$ cat src/rtl/stx_pkg.sv
// Package: shared types for the serial character transmitter.
// Assumes characters are at most 8 bits wide.
package stx_pkg;
    localparam int CHAR_W = 8;

    typedef enum logic [1:0] {
        STOP_ONE,
        STOP_ONE_HALF,
        STOP_TWO
    } stop_len_e;

    typedef struct packed {
        logic [3:0] nbits;
        logic       par_en;
        logic       par_even;
        logic       par_stick;
        stop_len_e  stop_len;
    } frame_cfg_t;

    typedef enum logic [2:0] {
        PH_IDLE,
        PH_START,
        PH_DATA,
        PH_PARITY,
        PH_STOP
    } tx_phase_e;
endpackage

$ cat src/rtl/stx_fmt_decode.sv
// Module: stx_fmt_decode
// Turns the six frame-format bits of the line-control byte into a frame
// configuration. Purely combinational. Assumes the break and bank bits are
// handled elsewhere.
module stx_fmt_decode
    import stx_pkg::*;
(
    input  logic [5:0]  fmt_bits,
    output frame_cfg_t  cfg
);
    // decode length, parity mode and stop length
    always_comb begin
        cfg.nbits     = 4'd5 + {2'b00, fmt_bits[1:0]};
        cfg.par_en    = fmt_bits[3];
        cfg.par_even  = fmt_bits[4];
        cfg.par_stick = fmt_bits[5];
        if (!fmt_bits[2])
            cfg.stop_len = STOP_ONE;
        else if (fmt_bits[1:0] == 2'b00)
            cfg.stop_len = STOP_ONE_HALF;
        else
            cfg.stop_len = STOP_TWO;
    end
endmodule

$ cat src/rtl/stx_hold.sv
// Module: stx_hold
// One-character holding register in front of the shifter. A write always
// wins, and when it coincides with a transfer the shifter takes the old value.
// Assumes `take` is only raised while the register is full.
module stx_hold
    import stx_pkg::*;
(
    input  logic              clk,
    input  logic              rst_n,
    input  logic              wr_stb,
    input  logic [CHAR_W-1:0] wr_data,
    input  logic              take,
    output logic [CHAR_W-1:0] hold_data,
    output logic              hold_full
);
    // capture written characters and track occupancy
    always_ff @(posedge clk) begin
        if (!rst_n) begin
            hold_data <= '0;
            hold_full <= 1'b0;
        end else if (wr_stb) begin
            hold_data <= wr_data;
            hold_full <= 1'b1;
        end else if (take) begin
            hold_full <= 1'b0;
        end
    end

    assert_write_fills_R9: assert property (@(posedge clk) disable iff (!rst_n)
        wr_stb |=> (hold_full && hold_data == $past(wr_data)));
endmodule

$ cat src/rtl/stx_shift.sv
// Module: stx_shift
// Frame engine: it loads a character and its format from the holding
// register, then steps through start, data, parity and stop periods, with
// the bit periods counted in baud ticks. Assumes `tick16` is a single-cycle
// pulse.
module stx_shift
    import stx_pkg::*;
#(
    parameter int OVERSAMPLE = 16
) (
    input  logic              clk,
    input  logic              rst_n,
    input  logic              tick,
    input  logic              hold_full,
    input  logic [CHAR_W-1:0] hold_data,
    input  frame_cfg_t        cfg_in,
    output logic              take,
    output logic              line_bit,
    output logic              busy
);
    localparam int CW    = $clog2(2 * OVERSAMPLE + 1);
    localparam int IDX_W = $clog2(CHAR_W);
    localparam logic [CW-1:0] LIM_BIT  = CW'(OVERSAMPLE);
    localparam logic [CW-1:0] LIM_HALF = CW'(OVERSAMPLE + OVERSAMPLE / 2);
    localparam logic [CW-1:0] LIM_TWO  = CW'(2 * OVERSAMPLE);

    tx_phase_e         state;
    logic [CW-1:0]     cnt;
    logic [IDX_W-1:0]  idx;
    logic [CHAR_W-1:0] shreg;
    logic              par_q;
    frame_cfg_t        cfg_q;

    logic [CW-1:0]     limit;
    logic              phase_end;
    logic              last_bit;
    logic [CHAR_W-1:0] masked;
    logic              par_new;

    // length of the current period in ticks
    always_comb begin
        limit = LIM_BIT;
        if (state == PH_STOP) begin
            case (cfg_q.stop_len)
                STOP_ONE_HALF: limit = LIM_HALF;
                STOP_TWO:      limit = LIM_TWO;
                default:       limit = LIM_BIT;
            endcase
        end
    end

    assign phase_end = tick && (cnt == limit - 1'b1);
    assign last_bit  = ({1'b0, idx} == cfg_q.nbits - 4'd1);
    assign take      = hold_full && ((state == PH_IDLE) || (state == PH_STOP && phase_end));
    assign busy      = (state != PH_IDLE);

    // clear character bits above the selected length
    generate
        for (genvar gi = 0; gi < CHAR_W; gi++) begin : g_mask
            assign masked[gi] = hold_data[gi] && (gi < int'(cfg_in.nbits));
        end
    endgenerate

    // parity value of the character being loaded
    always_comb begin
        if (cfg_in.par_stick)
            par_new = ~cfg_in.par_even;
        else if (cfg_in.par_even)
            par_new = ^masked;
        else
            par_new = ~(^masked);
    end

    // frame sequencer
    always_ff @(posedge clk) begin
        if (!rst_n) begin
            state <= PH_IDLE;
            cnt   <= '0;
            idx   <= '0;
            shreg <= '0;
            par_q <= 1'b0;
            cfg_q <= '0;
        end else if (take) begin
            state <= PH_START;
            cnt   <= '0;
            idx   <= '0;
            shreg <= masked;
            par_q <= par_new;
            cfg_q <= cfg_in;
        end else if (state != PH_IDLE && tick) begin
            if (phase_end) begin
                cnt <= '0;
                case (state)
                    PH_START: begin
                        state <= PH_DATA;
                        idx   <= '0;
                    end
                    PH_DATA: begin
                        shreg <= shreg >> 1;
                        idx   <= idx + 1'b1;
                        if (last_bit)
                            state <= cfg_q.par_en ? PH_PARITY : PH_STOP;
                    end
                    PH_PARITY: state <= PH_STOP;
                    default:   state <= PH_IDLE;
                endcase
            end else begin
                cnt <= cnt + 1'b1;
            end
        end
    end

    // line level for the current period
    always_comb begin
        case (state)
            PH_START:  line_bit = 1'b0;
            PH_DATA:   line_bit = shreg[0];
            PH_PARITY: line_bit = par_q;
            default:   line_bit = 1'b1;
        endcase
    end

    assert_stall_without_tick_R10: assert property (@(posedge clk) disable iff (!rst_n)
        (state != PH_IDLE && !tick) |=> ($stable(state) && $stable(cnt)));

    assert_count_in_period_R4: assert property (@(posedge clk) disable iff (!rst_n)
        (state != PH_IDLE) |-> (cnt < limit));

    assert_index_in_length_R2: assert property (@(posedge clk) disable iff (!rst_n)
        (state == PH_DATA) |-> ({1'b0, idx} < cfg_q.nbits));

    assert_format_frozen_R11: assert property (@(posedge clk) disable iff (!rst_n)
        (state != PH_IDLE && !take) |=> $stable(cfg_q));
endmodule

$ cat src/rtl/serial_char_tx.sv
// Module: serial_char_tx
// Top level of the serial character transmitter: format decode, holding
// register and frame engine, with the break override applied at the output.
// Assumes `tick16` comes from an external baud generator.
module serial_char_tx
    import stx_pkg::*;
#(
    parameter int OVERSAMPLE = 16
) (
    input  logic       clk,
    input  logic       rst_n,
    input  logic       tick16,
    input  logic       wr_stb,
    input  logic [7:0] wr_data,
    input  logic [7:0] line_ctl,
    output logic       txd,
    output logic       busy,
    output logic       hold_empty
);
    frame_cfg_t        cfg;
    logic              take;
    logic              hold_full;
    logic [CHAR_W-1:0] hold_data;
    logic              line_bit;

    stx_fmt_decode u_dec (
        .fmt_bits (line_ctl[5:0]),
        .cfg      (cfg)
    );

    stx_hold u_hold (
        .clk       (clk),
        .rst_n     (rst_n),
        .wr_stb    (wr_stb),
        .wr_data   (wr_data),
        .take      (take),
        .hold_data (hold_data),
        .hold_full (hold_full)
    );

    stx_shift #(.OVERSAMPLE(OVERSAMPLE)) u_shift (
        .clk       (clk),
        .rst_n     (rst_n),
        .tick      (tick16),
        .hold_full (hold_full),
        .hold_data (hold_data),
        .cfg_in    (cfg),
        .take      (take),
        .line_bit  (line_bit),
        .busy      (busy)
    );

    // break forces the line low without stopping the engine
    assign txd        = line_bit & ~line_ctl[6];
    assign hold_empty = ~hold_full;

    assert_busy_needs_char_R9: assert property (@(posedge clk) disable iff (!rst_n)
        $rose(busy) |-> $past(!hold_empty));

    assert_bank_bit_inert_R8: assert property (@(posedge clk) disable iff (!rst_n)
        ($past(busy) && busy && !$stable(line_ctl[7]) && $stable(line_ctl[6]) && !$past(tick16))
        |-> $stable(txd));
endmodule

$ cat config.mk
export PLATFORM = sky130hd
export DESIGN_NAME = serial_char_tx
export DESIGN_NICKNAME = d
export VERILOG_FILES = /design/src/rtl/stx_pkg.sv /design/src/rtl/stx_fmt_decode.sv /design/src/rtl/stx_hold.sv /design/src/rtl/stx_shift.sv /design/src/rtl/serial_char_tx.sv
export SDC_FILE = /design/constraint.sdc
export NUM_CORES = 1
export LEC_CHECK = 0
export BUFFER_PORTS_ARGS = -buffer_cell sky130_fd_sc_hd__buf_4
export CORE_MARGIN = 5
export CORE_UTILIZATION = 45
export CTS_BUF_LIST = sky130_fd_sc_hd__clkbuf_8
export DETAILED_ROUTE_END_ITERATION = 12
export PLACE_DENSITY = 0.74
export SETUP_SLACK_MARGIN = 0.4
export SYNTH_ARGS = -nofsm -noshare
export SYNTH_HDL_FRONTEND = slang
export SYNTH_HIERARCHICAL = 1
export SYNTH_SLANG_ARGS = --single-unit
$ cat constraint.sdc
create_clock -name clk -period 4.61 [get_ports clk]
set_input_delay 0.922 -clock clk [delete_from_list [all_inputs] [get_ports clk]]
set_output_delay 0.922 -clock clk [all_outputs]
set_load 0.05 [all_outputs]
==> flow_metrics.env <==
export IMPL_initial_core_util_pct=46.1
export IMPL_min_path_cells=2
export IMPL_switching_share_pct=27.6
export IMPL_grt_pass1_wl_um=6960
export IMPL_finalMaxSlewViolations=0
export IMPL_p_total_uw=674
export IMPL_r2r_end="u_shift/par_q"
export IMPL_cp_start_kind="flop"
export IMPL_globalRoute_totalOverflow=0
export IMPL_gp_congestion=0.792
export IMPL_cts_tree="yes"
export IMPL_synth_ff_type="dfxtp_1"
export IMPL_slew_headroom_pct=45.5
export IMPL_syn_nets=277
export IMPL_power_frac_comb_pct=16.5
export IMPL_clock_power_share_pct=32.0
export IMPL_cp_max_fo=24
export IMPL_io_buffers=21
export IMPL_row_count=25
export IMPL_syn_instance_count=250
export IMPL_routed_wl_um=4150
export IMPL_grt_use_met3_pct=4.54
export IMPL_cts_made_buffers=5
export IMPL_synth_seq_cells=37
export IMPL_cts_resized=0
export IMPL_cts_buffer_depth=2
export IMPL_seqPwrFrac_pct=51.4
export IMPL_hold_viol=0
export IMPL_n_antenna_cell=0
export IMPL_netlist_area_um2=2160
export IMPL_netlist_top_cells_area="dfxtp_1 34%, mux2i_1 7.4%, nand2_1 5.0%, nor2b_1 4.3%, ha_1 4.1%"
export IMPL_post_cts_buffers=0
export IMPL_p_int_uw=488
export IMPL_endpoint_kind="flop"
export IMPL_clock_fmax_mhz=292
export IMPL_die_x_um=79.3
export IMPL_clk_pin_slew_ns=0.07
export IMPL_slowest_delay_ns=0.73
export IMPL_grt_pass1_vias=1648
export IMPL_worstSkewPairLatency_ns=0.29
export IMPL_switching_power_uw=186
export IMPL_period_share_pct=74.4
export IMPL_grt_use_total_pct=14.1
export IMPL_yosysSeqAreaShare_pct=34.3
export IMPL_seq_area_um2=741
export IMPL_htree_levels=2
export IMPL_layout_nets=289
export IMPL_final_setup_skew_ns=0.00381
export IMPL_setup_viol=0
export IMPL_vias=1707
export IMPL_met1_usage_pct=16.0
export IMPL_rsz0062_at_grt="no"
export IMPL_synth_top_area_share_pct=34.3
export IMPL_cts_sinks=37
export IMPL_synth_area_per_cell_um2=8.64
export IMPL_boundaryPins=23
export IMPL_synth_area_leader_cell="dfxtp_1"
export IMPL_r2r_start="u_shift/state[2]"
export IMPL_multi_input_area_um2=1290
export IMPL_ant_nets=0
export IMPL_ys_types=52
export IMPL_outcome="finished clean"
export IMPL_busiest_layer="met2"
export IMPL_ir_drop_mv=0.202
export IMPL_p_per_area_nw_per_um2=284
export IMPL_setup_tns_ns=0
export IMPL_cp_cell_sequence="or3b_4 -> nor3b_1 -> ha_1 -> xnor2_1 -> nand3_1 -> a221o_1 -> inv_2 -> nand4b_1 -> nand2_1 -> a211o_1"
export IMPL_dr_pass1_iters=4
export IMPL_crit_slowest_cell="a221o_1"
export IMPL_avgRoutedWirePerCell_um=13.1
export IMPL_min_delay_start="u_shift/cfg_q[4]"
export IMPL_grt_start_max_net_pins=32
export IMPL_fill_cells=470
export IMPL_layout_min_cycle_time_ns=3.43
export IMPL_rr_worst_depth=10
export IMPL_holdPathEnd="u_shift/cfg_q[4]"
export IMPL_p_leak_uw=0.000921
export IMPL_hp_class="reg -> reg"
export IMPL_drtIter0Drc=63
export IMPL_hpwlAfterDp_um=2980
export IMPL_drc=0
export IMPL_drive_above_1_share_pct=14.8
export IMPL_root_buffer="clkbuf_8"
export IMPL_cap_viol_max_count=0
export IMPL_grtUsageMet2_pct=24.3
export IMPL_area_delta_synth_final_pct=9.90
export IMPL_via_per_inst=5.38
export IMPL_antenna_found_initial=0
export IMPL_crit_required_ns=4.79
export IMPL_crit_arrival_ns=3.61
export IMPL_crit_type="reg -> reg"
export IMPL_ys_warn_count=6
export IMPL_synth_edf_count=0
export IMPL_cts_hold_buf=0
export IMPL_die_y_um=79.3
export IMPL_reg2reg_slack_ns=1.18
export IMPL_tightest_slew_ns=0.816
export IMPL_die_area_um2=6290
export IMPL_core_area_um2=4690
export IMPL_async_reset_ff_share_pct=0
## critical path, delay by kind of cell, from the launching register on
family | cells | cell delay [ns]
buf+inv | 1 | 0.27
fa+ha+maj | 1 | 0.28
xor+xnor | 1 | 0.13
flops | 1 | 0.49
simple gates | 5 | 1.16
compound gates | 2 | 0.99
## power by group through the flow
stage               clock (µW)  combinational [µW]  sequential, µW
floorplan                    0                87.7             350
global placement             0                 108             354
detailed placement           0                 111             354
CTS                        224                 112             347
global route               240                 124             349
finish                     216                 112             347
## metrics by stage
stage / instance area (µm²) / hold slack [ns] / setup slack (ns) / cells / util, %
final: 2370 / 0.468 / 1.18 / 317 / 50.6
after CTS: 2370 / 0.468 / 1.16 / 317 / 50.6
after detailed placement: 2290 / 0.459 / 1.19 / 309 / 48.9
after global routing: 2370 / 0.490 / 0.907 / 317 / 50.6
after floorplan: 2160 / 0.440 / 1.93 / 250 / -
after global placement: 2290 / 0.452 / 1.23 / 309 / 48.9
## flip-flops by register name (all words and copies together) (netlist names)
name / cells
u_hold/hold_data: 8
u_shift/shreg: 8
u_shift/cfg_q: 7
u_shift/cnt: 6
u_shift/idx: 3
u_shift/state: 3
u_hold/hold_full: 1
u_shift/par_q: 1
## cells in the final DEF (no fill, tap or decap), drive strengths merged, types with 2 or more instances in the layout
cell type / Yosys / routed
dfxtp: 37 / 37
nand2: 29 / 29
buf: 9 / 21
a21oi: 17 / 17
mux2i: 16 / 16
nor2b: 16 / 16
nor2: 14 / 14
inv: 9 / 10
o21ai: 9 / 9
a21boi: 9 / 9
xnor2: 8 / 8
ha: 7 / 7
xor2: 7 / 7
nand3: 6 / 6
clkbuf: 7 / 5
nand4: 5 / 5
nor3b: 4 / 4
a32oi: 4 / 4
and3: 3 / 3
nor3: 3 / 3
clkinv: 0 / 2
o21a: 2 / 2
nand2b: 2 / 2
o31a: 2 / 2
a211oi: 2 / 2
nor4b: 2 / 2
and2: 2 / 2
or3: 2 / 2
## per-layer routing
layer | share of wire (%) | routed length, µm
met5 | 0 | 0
met4 | 0.79 | 33
met3 | 4.4 | 184
met1 | 46 | 1900
met2 | 49 | 2030
## final cells by class
class,count,share of cell area [%]
timing repair buffer,21,6.64
multi-input combinational,188,54.4
clock buffer,5,2.90
sequential,37,31.2
inverter,9,1.42
tap,54,2.85
clock inverter,3,0.580
## worst max-delay path by stage
stage / from / end / slack [ns] / depth (start not counted)
3_3_place_gp: u_shift/state[2] / u_shift/par_q / 1.23 / 10
2_1_floorplan: u_shift/state[2] / u_hold/hold_full / 1.93 / 11
4_1_cts: u_shift/state[2] / u_shift/par_q / 1.16 / 10
6_report: u_shift/state[2] / u_shift/par_q / 1.18 / 10
3_5_place_dp: u_shift/state[2] / u_shift/par_q / 1.19 / 10
5_1_grt: u_shift/state[2] / u_shift/par_q / 0.91 / 10
## synth_stat cells, types with 2 or more instances
cell      instances
and3_1            3
nand4_1           5
xor2_1            7
nand2_1          29
clkbuf_1          7
a21oi_1          17
a21boi_0          8
a211oi_4          2
o21ai_0           8
inv_1             8
nand3_1           6
a32oi_1           4
buf_2             3
o21a_1            2
ha_1              7
o31a_1            2
nand2b_1          2
buf_6             2
nor3_1            3
nor3b_1           4
xnor2_1           8
nor4b_1           2
nor2_1           14
mux2i_1          16
buf_4             4
dfxtp_1          37
nor2b_1          15
## cells by family (layout without fill, tap and decap cells)
family | count (synthesis) | count (layout) | share of synthesized area, %
compound gates | 57 | 57 | 19.2
xor+xnor | 15 | 15 | 6.08
fa+ha+maj | 7 | 7 | 4.05
buf+inv | 25 | 38 | 5.91
flops | 37 | 37 | 34.3
mux | 16 | 16 | 7.41
simple gates | 93 | 93 | 23.1
Note: power is estimated with default switching activity, not from simulation.
